<file path="src/rtl/phase_recal_pkg.sv">
// Shared types for the phase offset recalibration sequencer.
// Assumes: nothing beyond IEEE 1800-2017 enums.
package phase_recal_pkg;

    // Sequencer states, in the order they are walked
    typedef enum logic [2:0] {
        ST_IDLE    = 3'd0,
        ST_HOLD    = 3'd1,
        ST_RAMP_DN = 3'd2,
        ST_DIV_RST = 3'd3,
        ST_RAMP_UP = 3'd4,
        ST_EXIT    = 3'd5
    } recal_state_e;

endpackage

</file>
<file path="src/rtl/offset_ramp.sv">
// Ramp generator for the applied phase offset.
// While track is high the output loads the target every cycle. While move
// is high it steps toward the target by min(distance, step) per cycle and
// lands exactly on it. A step of zero is treated as one.
// Assumes: STEP_W < OFS_W, values are two's complement.
module offset_ramp #(
    parameter int OFS_W  = 16,
    parameter int STEP_W = 8
) (
    input  logic             clk,
    input  logic             rst_n,
    input  logic             track,
    input  logic             move,
    input  logic [OFS_W-1:0] target,
    input  logic [STEP_W-1:0] step,
    output logic [OFS_W-1:0] cur,
    output logic             at_target
);
    localparam int DW = OFS_W + 1;

    logic signed [DW-1:0] diff;
    logic [DW-1:0]        mag;
    logic [STEP_W-1:0]    step_eff;
    logic [OFS_W-1:0]     step_ext;

    // Distance and direction to the target, with one guard bit
    always_comb begin
        step_eff  = (step == '0) ? STEP_W'(1) : step;
        step_ext  = {{(OFS_W-STEP_W){1'b0}}, step_eff};
        diff      = $signed({target[OFS_W-1], target}) - $signed({cur[OFS_W-1], cur});
        mag       = diff[DW-1] ? DW'(-diff) : DW'(diff);
        at_target = (cur == target);
    end

    // Applied offset register: follow, step or hold
    always_ff @(posedge clk) begin
        if (!rst_n) begin
            cur <= '0;
        end else if (track) begin
            cur <= target;
        end else if (move && !at_target) begin
            if (mag <= {1'b0, step_ext})
                cur <= target;
            else if (diff[DW-1])
                cur <= cur - step_ext;
            else
                cur <= cur + step_ext;
        end
    end
endmodule

</file>
<file path="src/rtl/recal_ctrl.sv">
// Sequencing state machine for phase offset recalibration.
// Walks hold entry, ramp to zero, divider reset, ramp to the latched offset
// and hold exit, and owns the self-clearing control bit.
// Assumes: at_target comes from the ramp generator and is combinational
// on the target this block presents.
module recal_ctrl
    import phase_recal_pkg::*;
#(
    parameter int OFS_W = 16
) (
    input  logic             clk,
    input  logic             rst_n,
    input  logic             recal_wr,
    input  logic             recal_wdata,
    input  logic [OFS_W-1:0] offset_reg,
    input  logic             tick,
    input  logic             at_target,
    output logic [OFS_W-1:0] ramp_target,
    output logic             ramp_track,
    output logic             ramp_move,
    output logic             recal_bit,
    output logic             busy,
    output logic             hold_req,
    output logic             div_rst
);
    recal_state_e     state_q, state_d;
    logic [OFS_W-1:0] saved_q;

    // Next-state decision for the sequence
    always_comb begin
        state_d = state_q;
        unique case (state_q)
            ST_IDLE:    if (recal_wr && recal_wdata) state_d = ST_HOLD;
            ST_HOLD:    state_d = ST_RAMP_DN;
            ST_RAMP_DN: if (at_target) state_d = ST_DIV_RST;
            ST_DIV_RST: state_d = ST_RAMP_UP;
            ST_RAMP_UP: if (at_target) state_d = ST_EXIT;
            ST_EXIT:    state_d = ST_IDLE;
            default:    state_d = ST_IDLE;
        endcase
    end

    // State, control bit and latched offset registers
    always_ff @(posedge clk) begin
        if (!rst_n) begin
            state_q   <= ST_IDLE;
            recal_bit <= 1'b0;
            saved_q   <= '0;
        end else begin
            state_q   <= state_d;
            recal_bit <= (state_d != ST_IDLE);
            if (state_q == ST_IDLE)
                saved_q <= offset_reg;
        end
    end

    // Output decode and ramp target selection
    always_comb begin
        busy        = (state_q != ST_IDLE);
        hold_req    = (state_q == ST_HOLD) || (state_q == ST_RAMP_DN) ||
                      (state_q == ST_DIV_RST) || (state_q == ST_RAMP_UP);
        div_rst     = (state_q == ST_DIV_RST);
        ramp_track  = (state_q == ST_IDLE);
        ramp_move   = tick && ((state_q == ST_RAMP_DN) || (state_q == ST_RAMP_UP));
        unique case (state_q)
            ST_IDLE:              ramp_target = offset_reg;
            ST_RAMP_UP, ST_EXIT:  ramp_target = saved_q;
            default:              ramp_target = '0;
        endcase
    end
endmodule

</file>
<file path="src/rtl/phase_recal_seq.sv">
// Top of the phase offset recalibration sequencer: joins the state machine
// to the offset ramp generator.
// Assumes: one clock domain; tick is a synchronous enable in that domain.
module phase_recal_seq #(
    parameter int OFS_W  = 16,
    parameter int STEP_W = 8
) (
    input  logic              clk,
    input  logic              rst_n,
    input  logic              recal_wr,
    input  logic              recal_wdata,
    input  logic [OFS_W-1:0]  offset_reg,
    input  logic [STEP_W-1:0] step_size,
    input  logic              tick,
    output logic              recal_bit,
    output logic              busy,
    output logic              hold_req,
    output logic              div_rst,
    output logic [OFS_W-1:0]  phase_ofs
);
    logic [OFS_W-1:0] ramp_target;
    logic             ramp_track;
    logic             ramp_move;
    logic             at_target;

    recal_ctrl #(.OFS_W(OFS_W)) u_ctrl (
        .clk         (clk),
        .rst_n       (rst_n),
        .recal_wr    (recal_wr),
        .recal_wdata (recal_wdata),
        .offset_reg  (offset_reg),
        .tick        (tick),
        .at_target   (at_target),
        .ramp_target (ramp_target),
        .ramp_track  (ramp_track),
        .ramp_move   (ramp_move),
        .recal_bit   (recal_bit),
        .busy        (busy),
        .hold_req    (hold_req),
        .div_rst     (div_rst)
    );

    offset_ramp #(.OFS_W(OFS_W), .STEP_W(STEP_W)) u_ramp (
        .clk       (clk),
        .rst_n     (rst_n),
        .track     (ramp_track),
        .move      (ramp_move),
        .target    (ramp_target),
        .step      (step_size),
        .cur       (phase_ofs),
        .at_target (at_target)
    );
endmodule

</file>
<file path="config.mk">
export PLATFORM = sky130hd
export DESIGN_NAME = phase_recal_seq
export DESIGN_NICKNAME = d
export VERILOG_FILES = /design/src/rtl/phase_recal_pkg.sv /design/src/rtl/offset_ramp.sv /design/src/rtl/recal_ctrl.sv /design/src/rtl/phase_recal_seq.sv
export SDC_FILE = /design/constraint.sdc
export NUM_CORES = 1
export LEC_CHECK = 0
export BUFFER_PORTS_ARGS = -buffer_cell sky130_fd_sc_hd__buf_2
export CORE_ASPECT_RATIO = 0.7
export CORE_MARGIN = 3
export CORE_UTILIZATION = 40
export DETAILED_ROUTE_END_ITERATION = 8
export HOLD_SLACK_MARGIN = 0.02
export PLACE_DENSITY = 0.64
export SLEW_MARGIN = 30
export SYNTH_ARGS = -nofsm -noshare
export SYNTH_HDL_FRONTEND = slang
export SYNTH_SLANG_ARGS = --single-unit
</file>
<file path="constraint.sdc">
create_clock -name clk -period 7.2 [get_ports clk]
set_input_delay 0.36 -clock clk [delete_from_list [all_inputs] [get_ports clk]]
set_output_delay 0.36 -clock clk [all_outputs]
set_load 0.03 [all_outputs]
</file>
Word level (Yosys, flattened, before mapping)
Index checks and enable logic that the tools add are counted.
W data, S select, Z words.
{ "totals": {"output_inout_bits": 20, "ff_bits": 36, "word_cells": 40, "inputBits": 29} }
{ "classes": {"magnitude_cmp": 1, "n_mux": 11, "n_reduce_logical": 14, "eq_ne": 6, "add_sub_neg": 4} }
{ "ops": {"columns": ["operator", "count"], "rows": [
  ["$mux W16", 4],
  ["$pmux W16 S2", 1],
  ["$le A17 B8 Y1", 1],
  ["$mux W17", 1],
  ["$neg A17 Y17", 1],
  ["$sub A16 B16 Y17", 1],
  ["$add A16 B8 Y16", 1],
  ["$eq A16 B16 Y1", 1],
  ["$sub A16 B8 Y16", 1],
  ["$pmux W3 S5", 1],
  ["$mux W3", 3],
  ["$logic_not A8 Y1", 1],
  ["$mux W8", 1],
  ["$eq A3 B2 Y1 const B", 2],
  ["$eq A3 B3 Y1 const B", 2],
  ["$reduce_bool A3 Y1", 2],
  ["$logic_or A1 B1 Y1", 4],
  ["$eq A3 B1 Y1 const B", 1],
  ["$logic_and A1 B1 Y1", 3],
  ["$logic_not A3 Y1", 1],
  ["$reduce_bool A2 Y1", 1],
  ["$reduce_or A2 Y1", 1],
  ["$logic_not A1 Y1", 1]
]} }

Depth between registers and ports, before layout
{ "logic_depth": {"word_depth": 10, "ltp_mapped": 31, "depth_no_buf": 25} }

By module
A second synthesis with hierarchy kept.
{ "unflattened": {"hier_cells": 548, "area_unflattened_um2": 4439.3} }
{ "by_module_without_submodules": {"columns": ["module", "seq_area_each_um2", "cells_per_inst", "instances", "area_each_um2"], "rows": [
  ["offset_ramp", 320.3, 432, 1, 3392.0],
  ["recal_ctrl", 400.4, 116, 1, 1047.3]
]} }

Worst setup path before layout
No wires, ideal clock.
{ "synth_timing": {"path_type": "register -> register", "startpoint": "register u_ctrl.state_q[1]", "endpoint": "register u_ramp.cur[14]", "setup_ns": 0.076, "n_path_buf": 4, "synth_period_minus_slack_ns": 5.578, "path_stages_with_launch": 27, "t_arrival_ns": 5.501, "setup_slack_ns": 1.622, "required_ns": 7.124, "cell_sequence": "dfxtp_1 > clkbuf_1 > nor3_1 > clkbuf_1 > a22oi_1 > ha_1 > fa_1 > nand2b_2 > a21oi_4 > o31ai_4 > nor2_1 > a2bb2oi_2 > buf_4 > clkbuf_1 > a21oi_1 > fa_1 > a21o_1 > a21oi_1 > nor2b_1 > o21a_1 > o311ai_0 > a31oi_1 > a21o_1 > a21oi_1 > xnor2_1 > mux2i_1 > o22ai_1"} }
{ "synth_between": {"elab_chain_cells": 10, "word_cells_on_any_way": 20, "cone_classes": "2 x add/sub; 1 x order compare; 4 x eq/ne; 6 x mux; 7 x reduce/logical"} }
{ "synth_lines": {"columns": ["element", "line", "text"], "rows": [
  ["start: declaration", "recal_ctrl.sv:26", "recal_state_e state_q, state_d;"],
  ["start signal: assignment", "recal_ctrl.sv:50", "state_q <= state_d;"],
  ["$eq A3 B3 Y1 (on tied branches)", "recal_ctrl.sv:65, recal_ctrl.sv:64", null],
  ["$reduce_or A2 Y1", "recal_ctrl.sv:65", "unique case (state_q)"],
  ["$pmux W16 S2", "recal_ctrl.sv:65", null],
  ["$sub A16 B16 Y17", "offset_ramp.sv:30", "diff = $signed({target[OFS_W-1], target}) - $signed({cur[OFS_W-1], cur});"],
  ["$neg A17 Y17", "offset_ramp.sv:31", "mag = diff[DW-1] ? DW'(-diff) : DW'(diff);"],
  ["$mux W17", "offset_ramp.sv:31", null],
  ["$le A17 B8 Y1", "offset_ramp.sv:42", "if (mag <= {1'b0, step_ext})"],
  ["$mux W16", "offset_ramp.sv:42", null],
  ["$mux W16", "offset_ramp.sv:41", "end else if (move && !at_target) begin"],
  ["$mux W16", "offset_ramp.sv:39", "end else if (track) begin"],
  ["end signal: assignment", "offset_ramp.sv:40", "cur <= target;"],
  ["end signal: assignment", "offset_ramp.sv:43", "cur <= target;"],
  ["end signal: assignment", "offset_ramp.sv:45", "cur <= cur - step_ext;"],
  ["end: declaration", "offset_ramp.sv:16", "output logic [OFS_W-1:0] cur,"]
]} }
Parallel ways exist; a longest one is shown, timed or not. The select of a mux whose other input is x is not followed.
A chain may end at the register's enable or synchronous reset.

Final worst setup path
{ "layout_timing": {"startpoint": "register u_ctrl.state_q[2]", "endpoint": "register u_ramp.cur[14]"} }
The elaborated chain is that of the path after synthesis.

==> flow_metrics.py <==
metrics = {
    "outcome": {
        "status": "completed",
    },
    "timing": {
        "setup-tns-final_ns": 0,
        "finClkSkew_ns": 0.00152,
        "period_share_pct": 84.7,
        "fin_ws_ns": 1.10,
        "grt_setup_unrepaired": "no",
        "slew_headroom_pct": 56.5,
        "setup_violations": 0,
        "period_minus_slack_ns": 6.10,
        "slew_violations": 0,
        "hold_slack_ns": 0.335,
        "fmax_ghz": 0.164,
        "hold_viol": 0,
        "tightestPinTransition_ns": 0.651,
    },
    "yosys": {
        "synth_largest_area_cell": "dfxtp_1",
        "synth_common_cells": "nand2_1, nor2_1, ha_1",
        "synth_edf_count": 0,
        "synthCells": 574,
        "yosysUniqueCellTypes": 87,
        "ys.flop_type": "dfxtp_1",
        "ys_ff_latch": 36,
        "yosysSeqAreaShare_pct": 17.0,
        "syn_area_sq_mm": 0.00423,
        "yosys.area.top_type_share_pct": 17.0,
        "syn_nets": 647,
        "synth.most_common_cell": "nand2_1",
        "syn_avg_cell_area_sq_um": 7.37,
        "ys_async_sr_fraction_pct": 0,
        "synthTopCellsByArea": "dfxtp_1, ha_1, nand2_1",
        "yosysWarningCount": 0,
    },
    "drt": {
        "routed_wl_mm": 12.8,
        "first_pass_iters": 5,
        "ant_nets": 0,
        "viasPerCell": 5.91,
        "route.detailed.drc": 0,
        "wl_per_cell_um": 17.3,
        "drtIter0Drc": 454,
        "vias": 4370,
    },
    "cts": {
        "cts_buffers": 5,
        "clk_pin_slew_ns": 0.06,
        "ctsResizeCount": 0,
        "clock_sinks": 36,
        "clock_path_buffers": 2,
        "post-cts-setup-buffers": 0,
        "clock_latency_ns": 0.27,
        "clock-root-buffer": "clkbuf_16",
        "cts_tree": "built",
        "h-tree-depth": 2,
        "hold_buffers": 0,
    },
    "cells_and_area": {
        "register_area_sq_um": 721,
        "drive_gt1_share_pct": 15.0,
        "final_util_pct": 47.1,
        "syn_to_final_growth_pct": 11.1,
        "nets": 684,
        "fill_cells": 1013,
        "diodes": 0,
        "multi_input_area_sq_mm": 0.00325,
    },
    "global_route": {
        "grt_pass1_wl_mm": 20.1,
        "grt_overflow_total": 0,
        "antenna_found_initial": 0,
        "grt_pass1_vias": 3769,
        "grt_max_degree": 29,
        "grt_util_all_layers_pct": 21.0,
    },
    "floorplan": {
        "core_sq_mm": 0.00998,
        "die_x_um": 129,
        "top_level_ports": 49,
        "start_util_pct": 42.4,
        "die-area_sq_mm": 0.0119,
        "placementRows": 30,
        "die_h_um": 92.1,
    },
    "pwr": {
        "leakage_uw": 0.00208,
        "p_per_area_mw_per_mm2": 422,
        "vdd_drop_max_v": 0.000145,
    },
    "worst_setup_path": {
        "required_ns": 7.40,
        "critPathLaunchType": "flip-flop",
        "worstPathArrival_ns": 6.30,
        "path_class": "reg2reg",
        "worstPathMaxFanout": 17,
        "endpoint_kind": "flip-flop",
    },
    "run": {
        "cap_viol_max_count": 0,
    },
    "placed_design": {
        "post-place-ws_ns": 1.17,
        "hpwl_mm": 10.3,
        "io_buffer_count": 48,
        "gp_congestion": 0.927,
    },
    "hold_path": {
        "hp-class": "in2reg",
    },
}
logic make-up (layout without fill, tap and decap cells):
logic type                 after synthesis  after routing  share of synthesized area, %
and+or+nand+nor                        232            232                          26.0
AOI/OAI and AO/OA                      152            152                          26.9
buffers and inverters                   64            102                          6.53
adders and majority gates               45             45                          13.6
DFF                                     36             36                          17.0
xor gates and xnor gates                31             31                          6.41
muxes                                   14             14                          3.55
metrics by stage:
step                total power, uW  cell area, sq um  std cells
floorplan                      1430              4230        574
CTS                            1960              4700        740
detailed placement             1740              4560        732
global route                   2150              4700        740
global placement               1710              4550        732
finish                         1990              4700        740
layout make-up:
| class | count | share of cell area, % |
|---|---|---|
| clock buffers | 5 | 2.66 |
| repair buffers | 52 | 5.75 |
| multi-input cells | 474 | 69.1 |
| inverters | 42 | 3.35 |
| flip-flops and latches | 36 | 15.3 |
| clock inverters | 3 | 0.399 |
| well taps | 128 | 3.41 |
report_power, final:
group / switching, uW / total (uW) / internal (uW)
logic: 889 / 1480 / 595
clock network: 85.9 / 213 / 128
registers: 51.5 / 289 / 237
total: 1030 / 1990 / 959
path summary, 6_finish.rpt:
kind                                     to  depth (start not counted)  slack [ns]                      startpoint
max             u_ramp.cur[14]$_SDFFE_PN0P_                         26        1.10    u_ctrl.state_q[2]$_SDFF_PN0_
min          u_ctrl.saved_q[1]$_SDFFE_PN0N_                          3        0.34                   offset_reg[1]
max reg2reg     u_ramp.cur[14]$_SDFFE_PN0P_                         26        1.10    u_ctrl.state_q[2]$_SDFF_PN0_
min reg2reg  u_ctrl.saved_q[2]$_SDFFE_PN0N_                          2        0.46  u_ctrl.saved_q[2]$_SDFFE_PN0N_
cells in the final DEF, fill, tap and decap left out, drive strengths merged, types with 8 or more instances in the layout:
cell	count
o21ai	15
nand2	98
nor2	48
dfxtp	36
nand3	15
o22ai	9
ha	42
buf	52
xnor2	24
a21oi	42
nor2b	8
o21a	8
inv	40
mux2i	12
nor3	19
a211oi	8
layer usage:
layer | global-route usage (%) | part of all wire, % | vias to the layer above
li1 | - | - | 2144
met1 | 34.9 | 52 | 2013
met2 | 26.9 | 38 | 205
met3 | 4.95 | 9.7 | 8
met4 | 2.45 | 0.74 | 0
met5 | 0 | 0 | -
flip-flops by register name, indices dropped and copies added, names as in the netlist:
name and flops:
u_ctrl.recal_bit 1, u_ctrl.saved_q 16, u_ctrl.state_q 3, u_ramp.cur 16
critical path, cell delays in order, from the launching register on:
cell,delay [ns]
dfxtp_1,0.42
inv_1,0.12
nor2_1,0.10
buf_4,0.22
a22oi_1,0.15
ha_1,0.27
fa_1,0.41
nand2b_2,0.26
a21oi_4,0.22
o31ai_4,0.13
nor2_1,0.16
a2bb2oi_2,0.48
inv_2,0.27
nor2_1,0.18
xnor2_1,0.13
ha_1,0.28
a21o_1,0.20
a21oi_1,0.22
nor2b_1,0.08
o21a_1,0.20
o311ai_0,0.48
a31oi_1,0.20
a21o_1,0.22
a21oi_1,0.18
xnor2_1,0.17
mux2i_1,0.10
o22ai_1,0.16
No activity file was read; power rests on OpenSTA's default activity.
